File: src/rtl/fdc_status_pkg.sv
// Package: shared command classes and force-interrupt field positions.
// Assumes the command class is carried in the upper nibble of the byte.
package fdc_status_pkg;
    localparam int BYTE_W     = 8;
    localparam int NIB_W      = 4;
    localparam int FI_IDX_BIT = 2;
    localparam int FI_IMM_BIT = 3;

    typedef enum logic [1:0] {
        CLS_STEP   = 2'd0,
        CLS_SECTOR = 2'd1,
        CLS_TRACK  = 2'd2,
        CLS_FORCE  = 2'd3
    } cmd_class_e;

    // Map an upper nibble to its command class.
    function automatic cmd_class_e classify(input logic [NIB_W-1:0] nib);
        if (!nib[3])           return CLS_STEP;
        else if (!nib[2])      return CLS_SECTOR;
        else if (nib == 4'hD)  return CLS_FORCE;
        else                   return CLS_TRACK;
    endfunction
endpackage

File: src/rtl/fdc_cmd_reg.sv
// Command register: holds the command byte, decodes its class, and
// keeps the busy and DRQ flags. Assumes single-cycle strobes.
module fdc_cmd_reg
    import fdc_status_pkg::*;
#(
    parameter logic [BYTE_W-1:0] RESET_CMD = 8'h03
) (
    input  logic              clk,
    input  logic              rst_n,
    input  logic              cmd_we,
    input  logic [BYTE_W-1:0] cmd_data,
    input  logic              seq_done,
    input  logic              seq_drq_set,
    input  logic              seq_drq_clr,
    output logic [BYTE_W-1:0] cmd_q,
    output cmd_class_e        cls,
    output logic              force_we,
    output logic              busy,
    output logic              drq,
    output logic              cmd_start
);
    // Decode a force-interrupt write as it arrives.
    always_comb force_we = cmd_we && (classify(cmd_data[BYTE_W-1:BYTE_W-NIB_W]) == CLS_FORCE);

    // Class of the command currently held.
    always_comb cls = classify(cmd_q[BYTE_W-1:BYTE_W-NIB_W]);

    // Command byte storage; reset loads the restore command.
    always_ff @(posedge clk) begin
        if (!rst_n)      cmd_q <= RESET_CMD;
        else if (cmd_we) cmd_q <= cmd_data;
    end

    // Busy: set by a new non-interrupt command, cleared by completion.
    always_ff @(posedge clk) begin
        if (!rst_n)        busy <= 1'b1;
        else if (cmd_we)   busy <= !force_we;
        else if (seq_done) busy <= 1'b0;
    end

    // Start pulse; high out of reset for the automatic restore.
    always_ff @(posedge clk) begin
        if (!rst_n) cmd_start <= 1'b1;
        else        cmd_start <= cmd_we && !force_we;
    end

    // Data request: force-interrupt, then clear, then set.
    always_ff @(posedge clk) begin
        if (!rst_n)           drq <= 1'b0;
        else if (force_we)    drq <= 1'b0;
        else if (seq_drq_clr) drq <= 1'b0;
        else if (seq_drq_set) drq <= 1'b1;
    end
endmodule

File: src/rtl/fdc_irq_ctl.sv
// Interrupt control: latched end-of-command interrupt, sticky immediate
// interrupt and a one-shot armed on the index line. Assumes drv_index is
// already synchronous to clk.
module fdc_irq_ctl (
    input  logic clk,
    input  logic rst_n,
    input  logic cmd_we,
    input  logic stat_re,
    input  logic seq_done,
    input  logic force_we,
    input  logic fl_none,
    input  logic fl_idx,
    input  logic fl_imm,
    input  logic drv_index,
    input  logic drv_ready,
    output logic idx_fire,
    output logic imm_q,
    output logic irq
);
    logic idx_prev;
    logic arm_q;
    logic latch_q;

    // Rising index edge while armed.
    always_comb idx_fire = arm_q && drv_index && !idx_prev;

    // Previous index level for edge detection.
    always_ff @(posedge clk) begin
        if (!rst_n) idx_prev <= 1'b0;
        else        idx_prev <= drv_index;
    end

    // Latched interrupt: set wins over clear.
    always_ff @(posedge clk) begin
        if (!rst_n)                     latch_q <= 1'b0;
        else if (seq_done || idx_fire)  latch_q <= 1'b1;
        else if (cmd_we || stat_re)     latch_q <= 1'b0;
    end

    // Sticky immediate interrupt, controlled only by force-interrupt.
    always_ff @(posedge clk) begin
        if (!rst_n)                  imm_q <= 1'b0;
        else if (force_we && fl_none) imm_q <= 1'b0;
        else if (force_we && fl_imm)  imm_q <= 1'b1;
    end

    // Index arming: every force-interrupt rewrites it; firing disarms.
    always_ff @(posedge clk) begin
        if (!rst_n)        arm_q <= 1'b0;
        else if (force_we) arm_q <= fl_idx && drv_ready;
        else if (idx_fire) arm_q <= 1'b0;
    end

    // Request line.
    always_comb irq = latch_q || imm_q;
endmodule

File: src/rtl/fdc_status_mux.sv
// Status builder: chooses the meaning of the shared bits from the
// command class and captures the byte on a read strobe.
module fdc_status_mux
    import fdc_status_pkg::*;
(
    input  logic              clk,
    input  logic              rst_n,
    input  logic              stat_re,
    input  cmd_class_e        cls,
    input  logic              busy,
    input  logic              drq,
    input  logic              drv_index,
    input  logic              drv_trk0,
    input  logic              drv_hload,
    input  logic              drv_wprot,
    input  logic              drv_ready,
    input  logic              err_crc,
    input  logic              err_seek,
    input  logic              err_lost,
    input  logic              err_rnf,
    input  logic              err_rtype,
    input  logic              err_wprot,
    output logic [BYTE_W-1:0] stat_q
);
    logic              drive_view;
    logic [BYTE_W-1:0] stat_d;

    // Stepping and force-interrupt classes show the drive lines.
    always_comb drive_view = (cls == CLS_STEP) || (cls == CLS_FORCE);

    // Build the byte from the view in force.
    always_comb begin
        stat_d    = '0;
        stat_d[0] = busy;
        stat_d[3] = err_crc;
        stat_d[7] = !drv_ready;
        if (drive_view) begin
            stat_d[1] = drv_index;
            stat_d[2] = drv_trk0;
            stat_d[4] = err_seek;
            stat_d[5] = drv_hload;
            stat_d[6] = drv_wprot;
        end else begin
            stat_d[1] = drq;
            stat_d[2] = err_lost;
            stat_d[4] = err_rnf;
            stat_d[5] = err_rtype;
            stat_d[6] = err_wprot;
        end
    end

    // Capture on a read strobe.
    always_ff @(posedge clk) begin
        if (!rst_n)       stat_q <= '0;
        else if (stat_re) stat_q <= stat_d;
    end
endmodule

File: src/rtl/fdc_status_irq.sv
// Top level: command register, status byte and interrupt request of a
// floppy controller. Assumes all inputs are synchronous to clk.
module fdc_status_irq
    import fdc_status_pkg::*;
#(
    parameter logic [7:0] RESET_CMD = 8'h03
) (
    input  logic       clk,
    input  logic       rst_n,
    input  logic       cmd_we,
    input  logic [7:0] cmd_data,
    input  logic       stat_re,
    input  logic       drv_index,
    input  logic       drv_trk0,
    input  logic       drv_hload,
    input  logic       drv_wprot,
    input  logic       drv_ready,
    input  logic       seq_done,
    input  logic       seq_drq_set,
    input  logic       seq_drq_clr,
    input  logic       err_crc,
    input  logic       err_seek,
    input  logic       err_lost,
    input  logic       err_rnf,
    input  logic       err_rtype,
    input  logic       err_wprot,
    output logic [7:0] cmd_q,
    output logic       cmd_start,
    output logic       busy,
    output logic       drq,
    output logic [7:0] stat_q,
    output logic       irq
);
    cmd_class_e cls;
    logic       force_we;
    logic       fl_none;
    logic       idx_fire;
    logic       imm_q;

    // Empty condition field of a force-interrupt byte.
    always_comb fl_none = (cmd_data[NIB_W-1:0] == '0);

    fdc_cmd_reg #(.RESET_CMD(RESET_CMD)) u_cmd (
        .clk(clk), .rst_n(rst_n), .cmd_we(cmd_we), .cmd_data(cmd_data),
        .seq_done(seq_done), .seq_drq_set(seq_drq_set), .seq_drq_clr(seq_drq_clr),
        .cmd_q(cmd_q), .cls(cls), .force_we(force_we), .busy(busy),
        .drq(drq), .cmd_start(cmd_start)
    );

    fdc_irq_ctl u_irq (
        .clk(clk), .rst_n(rst_n), .cmd_we(cmd_we), .stat_re(stat_re),
        .seq_done(seq_done), .force_we(force_we), .fl_none(fl_none),
        .fl_idx(cmd_data[FI_IDX_BIT]), .fl_imm(cmd_data[FI_IMM_BIT]),
        .drv_index(drv_index), .drv_ready(drv_ready),
        .idx_fire(idx_fire), .imm_q(imm_q), .irq(irq)
    );

    fdc_status_mux u_stat (
        .clk(clk), .rst_n(rst_n), .stat_re(stat_re), .cls(cls), .busy(busy),
        .drq(drq), .drv_index(drv_index), .drv_trk0(drv_trk0),
        .drv_hload(drv_hload), .drv_wprot(drv_wprot), .drv_ready(drv_ready),
        .err_crc(err_crc), .err_seek(err_seek), .err_lost(err_lost),
        .err_rnf(err_rnf), .err_rtype(err_rtype), .err_wprot(err_wprot),
        .stat_q(stat_q)
    );
endmodule

File: config.mk
export PLATFORM = sky130hd
export DESIGN_NAME = fdc_status_irq
export DESIGN_NICKNAME = d
export VERILOG_FILES = /design/src/rtl/fdc_status_pkg.sv /design/src/rtl/fdc_cmd_reg.sv /design/src/rtl/fdc_irq_ctl.sv /design/src/rtl/fdc_status_mux.sv /design/src/rtl/fdc_status_irq.sv
export SDC_FILE = /design/constraint.sdc
export NUM_CORES = 1
export LEC_CHECK = 0
export ABC_AREA = 1
export CORE_MARGIN = 2
export CORE_UTILIZATION = 40
export CTS_CLUSTER_SIZE = 40
export DETAILED_ROUTE_END_ITERATION = 8
export PLACE_DENSITY = 0.75
export SETUP_SLACK_MARGIN = 0.4
export SYNTH_ARGS = -nofsm -noshare
export SYNTH_HDL_FRONTEND = slang
export SYNTH_SLANG_ARGS = --single-unit
File: constraint.sdc
create_clock -name clk -period 0.9 [get_ports clk]
set_input_delay 0.135 -clock clk [delete_from_list [all_inputs] [get_ports clk]]
set_output_delay 0.135 -clock clk [all_outputs]
set_load 0.1 [all_outputs]
Word-level counts from Yosys, hierarchy flattened

Index checks and enable logic that the tools add are counted.

Register bits after elaboration: 23
Input port bits: 26
Output and inout port bits: 20

Eq/ne operators: 4
Muxes and demuxes: 14
Bitwise logic cells: 1
Reductions and logical operators: 21

Operators by type and width:

| operator                                   | count |
|---|---|
| 2-bit 2-to-1 mux                           | 5 |
| 4-bit equality test, second input constant | 2 |
| 1-bit 2-to-1 mux                           | 8 |
| 1-bit logical AND                          | 7 |
| 2-bit nonzero test                         | 3 |
| 2-bit equality test, second input constant | 2 |
| 4-bit logical NOT                          | 1 |
| 1-bit logical OR                           | 4 |
| 1-bit logical NOT                          | 3 |
| 3-bit 2-to-1 mux                           | 1 |
| 3-bit OR reduction                         | 1 |
| 2-bit logical NOT                          | 1 |
| 2-bit OR reduction                         | 1 |
| 1-bit NOT                                  | 1 |

Logic depth before layout (Yosys ltp)

Word-level depth: 8
Mapped depth: 7
Depth with buffers taken out: 7

Hierarchy

A second synthesis with hierarchy kept.

Cell total of the unflattened synthesis: 152
Area, all modules: 1036.0 sq um

Modules (own cells, without submodules):

| module         | instances | cells each | area an instance (sq um) |
|---|---|---|---|
| fdc_cmd_reg    | 1         | 59         | 429.2 |
| fdc_status_mux | 1         | 60         | 401.6 |
| fdc_irq_ctl    | 1         | 26         | 178.9 |
| fdc_status_irq | 1         | 7          | 26.3 |

Worst setup path after synthesis

No wires, ideal clock.

Kind: reg2reg
From: register u_cmd.cmd_q[5]
To: register u_stat.stat_q[2]
Data arrival time: 1.533 ns
Required time: 0.791 ns
Setup slack: -0.742 ns
Cell stages (with the launch flop): 8
Buffers on the path: 0
Clock period less this slack: 1.642 ns
Path through: dfxtp_1 inv_1 nand3_2 nand2_2 nand2_1 nand3_1 nand2_1 inv_1

Word-level cells in the longest chain between the ends: 7

Ends and longest elaborated chain:

| item                                                     | RTL line             | source |
|---|---|---|
| start, declared                                          | fdc_cmd_reg.sv:15    | `output logic [BYTE_W-1:0] cmd_q,` |
| start signal, assigned                                   | fdc_cmd_reg.sv:31    | `else if (cmd_we) cmd_q <= cmd_data;` |
| 4-bit equality test *                                    | fdc_status_pkg.sv:20 | `else if (nib == 4'hD) return CLS_FORCE;` |
| 1-bit 2-to-1 mux *                                       | fdc_status_pkg.sv:20 |  |
| 2-bit 2-to-1 mux *                                       | fdc_status_pkg.sv:19 | `else if (!nib[2]) return CLS_SECTOR;` |
| 2-bit 2-to-1 mux *                                       | fdc_status_pkg.sv:18 | `if (!nib[3]) return CLS_STEP;` |
| 2-bit equality test or 2-bit logical NOT (tied branches) | fdc_status_mux.sv:29 | `always_comb drive_view = (cls == CLS_STEP) \|\| (cls == CLS_FORCE);` |
| 1-bit logical OR *                                       | fdc_status_mux.sv:29 |  |
| 2-bit 2-to-1 mux *                                       | fdc_status_mux.sv:37 | `if (drive_view) begin` |
| end signal, assigned                                     | fdc_status_mux.sv:55 | `else if (stat_re) stat_q <= stat_d;` |
| end, declared                                            | fdc_status_mux.sv:23 | `output logic [BYTE_W-1:0] stat_q` |

Mark *: on every way between the ends. The rest lies on a longest branch, timed or not.
A chain may end at the register's enable or synchronous reset.

Worst setup path after layout

From: register u_irq.imm_q
To: output port irq

Word-level cells in the longest chain between the ends: 1

Ends and longest elaborated chain:

| item                   | RTL line             | source |
|---|---|---|
| start, declared        | fdc_irq_ctl.sv:17    | `output logic imm_q,` |
| start signal, assigned | fdc_irq_ctl.sv:42    | `if (!rst_n) imm_q <= 1'b0;` |
| start signal, assigned | fdc_irq_ctl.sv:43    | `else if (force_we && fl_none) imm_q <= 1'b0;` |
| start signal, assigned | fdc_irq_ctl.sv:44    | `else if (force_we && fl_imm) imm_q <= 1'b1;` |
| 1-bit logical OR       | fdc_irq_ctl.sv:55    | `always_comb irq = latch_q \|\| imm_q;` |
| end, declared          | fdc_status_irq.sv:32 | `output logic irq` |

No other way between the ends.

==> impl_metrics.csv <==
group,metric,value,unit
run_status,status,"finished with violations",
run_status,failed_checks,"negative setup slack",
pwr,p_clk_frac,0.172,
detailed_routing,ant_nets,0,
cts,clk_pin_slew_worst_paths,130,ps
setup_path,reg2reg_depth,8,
timing,drv_slew,0,
placement,dp_slack,-443,ps
timing,rsz0062_at_grt,"true",
die,core_area,0.00241,sq mm
timing,skew,0.597,ps
placement,dp.cells,220,
setup_path,r2r_slack,-160,ps
die,die_w,53.7,um
pwr,finalPower,2.85,mW
pwr,power.leakage,0.964,nW
detailed_routing,routedWlPerCell,14.8,um
detailed_routing,vias_per_cell,4.85,
cts,cts_tree,"done",
cts,clockBufferDepth,2,
logic_synthesis,synth_warnings,0,
logic_synthesis,synth.net_count,163,
logic_synthesis,synthTopCellsByArea,"dfxtp_1, nand2_1, nor2_1",
setup_path,crit_path_start_kind,"flop",
cells_and_area,final_cell_count_no_fill,236,
die,die_area,0.00288,sq mm
setup_path,reg2reg_to,"u_stat.stat_q[4]$_SDFFE_PN0P_",
logic_synthesis,avgSynthCellArea,7.21,sq um
logic_synthesis,synth_largest_type_area_fraction,0.466,
placement,place_hpwl,2250,um
pwr,internal-power,1.73,mW
cells_and_area,antenna_cells,0,
global_routing,antenna_found_initial,0,
logic_synthesis,synthCells,137,
cells_and_area,layout_commonest_cell,"nor2_1",
cts,clkSinkCount,23,
setup_path,worstReg2RegStart,"u_cmd.cmd_q[5]$_SDFFE_PN0P_",
logic_synthesis,syn_area,987,sq um
detailed_routing,dr.pass1.iters,4,
pwr,combPwrFrac,0.427,
logic_synthesis,yosysSeqAreaShare,0.466,
min_path,holdPathEnd,"u_cmd.cmd_q[3]$_SDFFE_PN0P_",
pwr,power_switching_share,0.392,
die,rows,18,
detailed_routing,num_vias,1144,
timing,fmax,824,MHz
logic_synthesis,ys_ff_latch,23,
cells_and_area,nNetsFinal,233,
pwr,switchingPower,1.12,mW
cells_and_area,reg_top3,"u_cmd.cmd_q: 8 flops, u_stat.stat_q: 8 flops",
timing,setup_viol_count_final,25,
setup_path,cp_max_fo,2,
setup_path,arrival,1080,ps
logic_synthesis,yosysUniqueCellTypes,20,
min_path,hold_depth,3,
cts,holdBufCountCts,0,
timing,relSlewSlack,0.854,
pwr,p_per_area,1350,mW/mm^2
placement,io_buffers,45,
placement,place_congestion,0.828,
min_path,min_from,"cmd_data[3]",
timing,period_needed,1210,ps
timing,setup_slack,-313,ps
pwr,pwr-share-seq,0.401,
timing,fin_crit_sh,1.35,
cts,insertion_delay,320,ps
die,chipHeight,53.7,um
timing,tightest_slew,219,ps
timing,fin_hold_ws,70.8,ps
global_routing,grt_max_degree,14,
detailed_routing,wl,3480,um
pwr,vdd_ir_drop_max,1050,uV
die,pin_count,46,
cells_and_area,layout-drive-gt1-share,0.568,
setup_path,criticalPathCategory,"flop to output port",
cells_and_area,area_delta_synth_final,113,%
setup_path,endpoint_kind,"output port",
global_routing,track_usage,0.254,
cells_and_area,layout_common_cells,"nor2_1, buf_12, dfxtp_4",
detailed_routing,initialDrtViolationCount,18,
die,start_util,0.410,
timing,finalHoldViolations,0,
cts,cts-root-buf,"clkbuf_4",
setup_path,required,760,ps
flow_run,max-cap-violations,0,
global_routing,grt_pass1_vias,1162,
detailed_routing,drc,0,
logic_synthesis,synth_top_area_cell,"dfxtp_1",
cts,h-tree-depth,1,
global_routing,grt_overflow_total,0,
global_routing,grt_pass1_wl,5180,um
cts,numCtsBuffers,3,
min_path,holdCritPathClass,"primary input to flop",
timing,fin_setup_tns,-3180,ps
[stage by stage]
step | instance area (sq um) | util
floorplan | 1110 | -
global placement | 1860 | 0.774
detailed placement | 1860 | 0.774
CTS | 2030 | 0.843
global route | 2110 | 0.874
finish | 2110 | 0.874
[cells by family (layout without fill, tap and decap cells)]
logic type	after synthesis	count (layout)	share of synthesized area
compound gates	17	17	0.0963
buf+inv	24	93	0.109
flops	23	23	0.466
simple gates	73	73	0.328
[how the worst max path moves through the flow]
| stage | from | endpoint |
|---|---|---|
| after floorplan | u_cmd.cmd_q[5]$_SDFFE_PN0P_ | u_stat.stat_q[1]$_SDFFE_PN0P_ |
| after global placement | cmd_data[5] | u_cmd.drq$_SDFFE_PP0P_ |
| after detailed placement | cmd_data[5] | u_cmd.drq$_SDFFE_PP0P_ |
| after CTS | u_irq.imm_q$_SDFFE_PP0P_ | irq |
| after global routing | u_irq.imm_q$_SDFFE_PP0P_ | irq |
| final | u_irq.imm_q$_SDFFE_PP0P_ | irq |
[area by class of cell]
class / count / area (sq um)
fillers: 112 / 304
well taps: 30 / 37.5
flip-flops and latches: 23 / 536
inverters: 20 / 90.1
multi-input cells: 90 / 559
repair buffers: 69 / 856
clock inverters: 1 / 5.00
clock buffers: 3 / 22.5
[power groups by stage]
stage / Clock [mW] / Sequential [mW] / Combinational (mW)
finish: 0.491 / 1.14 / 1.22
global route: 0.538 / 1.15 / 1.27
CTS: 0.492 / 1.14 / 1.16
detailed placement: 0 / 1.17 / 1.08
global placement: 0 / 1.17 / 1.06
floorplan: 0 / 1.56 / 0.199
[metal layers]
metal	vias to the layer above	share of wire	routed length [um]	global-route usage
met5	-	0	0	0
met4	0	0.024	83	0.111
met3	8	0.045	155	0.0472
met2	30	0.54	1880	0.455
met1	539	0.39	1370	0.291
li1	567	-	-	-
[timing repair]
| action | 4_1_cts | 5_1_grt |
|---|---|---|
| gates resized for setup | 54 | 23 |
| pin swaps | 12 | 15 |
| buffers inserted | 8 | 4 |
| gates cloned | 0 | 0 |
| endpoints found under the setup margin | 43 | 42 |
[cell usage after synthesis]
master,number
nand3_1,16
or2_0,1
nand3b_1,1
nand3_2,1
inv_2,1
buf_6,2
a21boi_0,1
nand2_1,25
o211ai_1,3
nor2_2,1
or2_2,1
a21oi_1,4
nor2_4,1
dfxtp_1,23
o21ai_1,1
nor2_1,24
o21ai_0,8
nand2_2,2
inv_1,19
buf_2,2
[worst max-delay path: stages (launching register included)]
cell	delay, ps
dfxtp_2	340
or2_4	250
buf_12	170
Power figures use the tool's default switching activity.
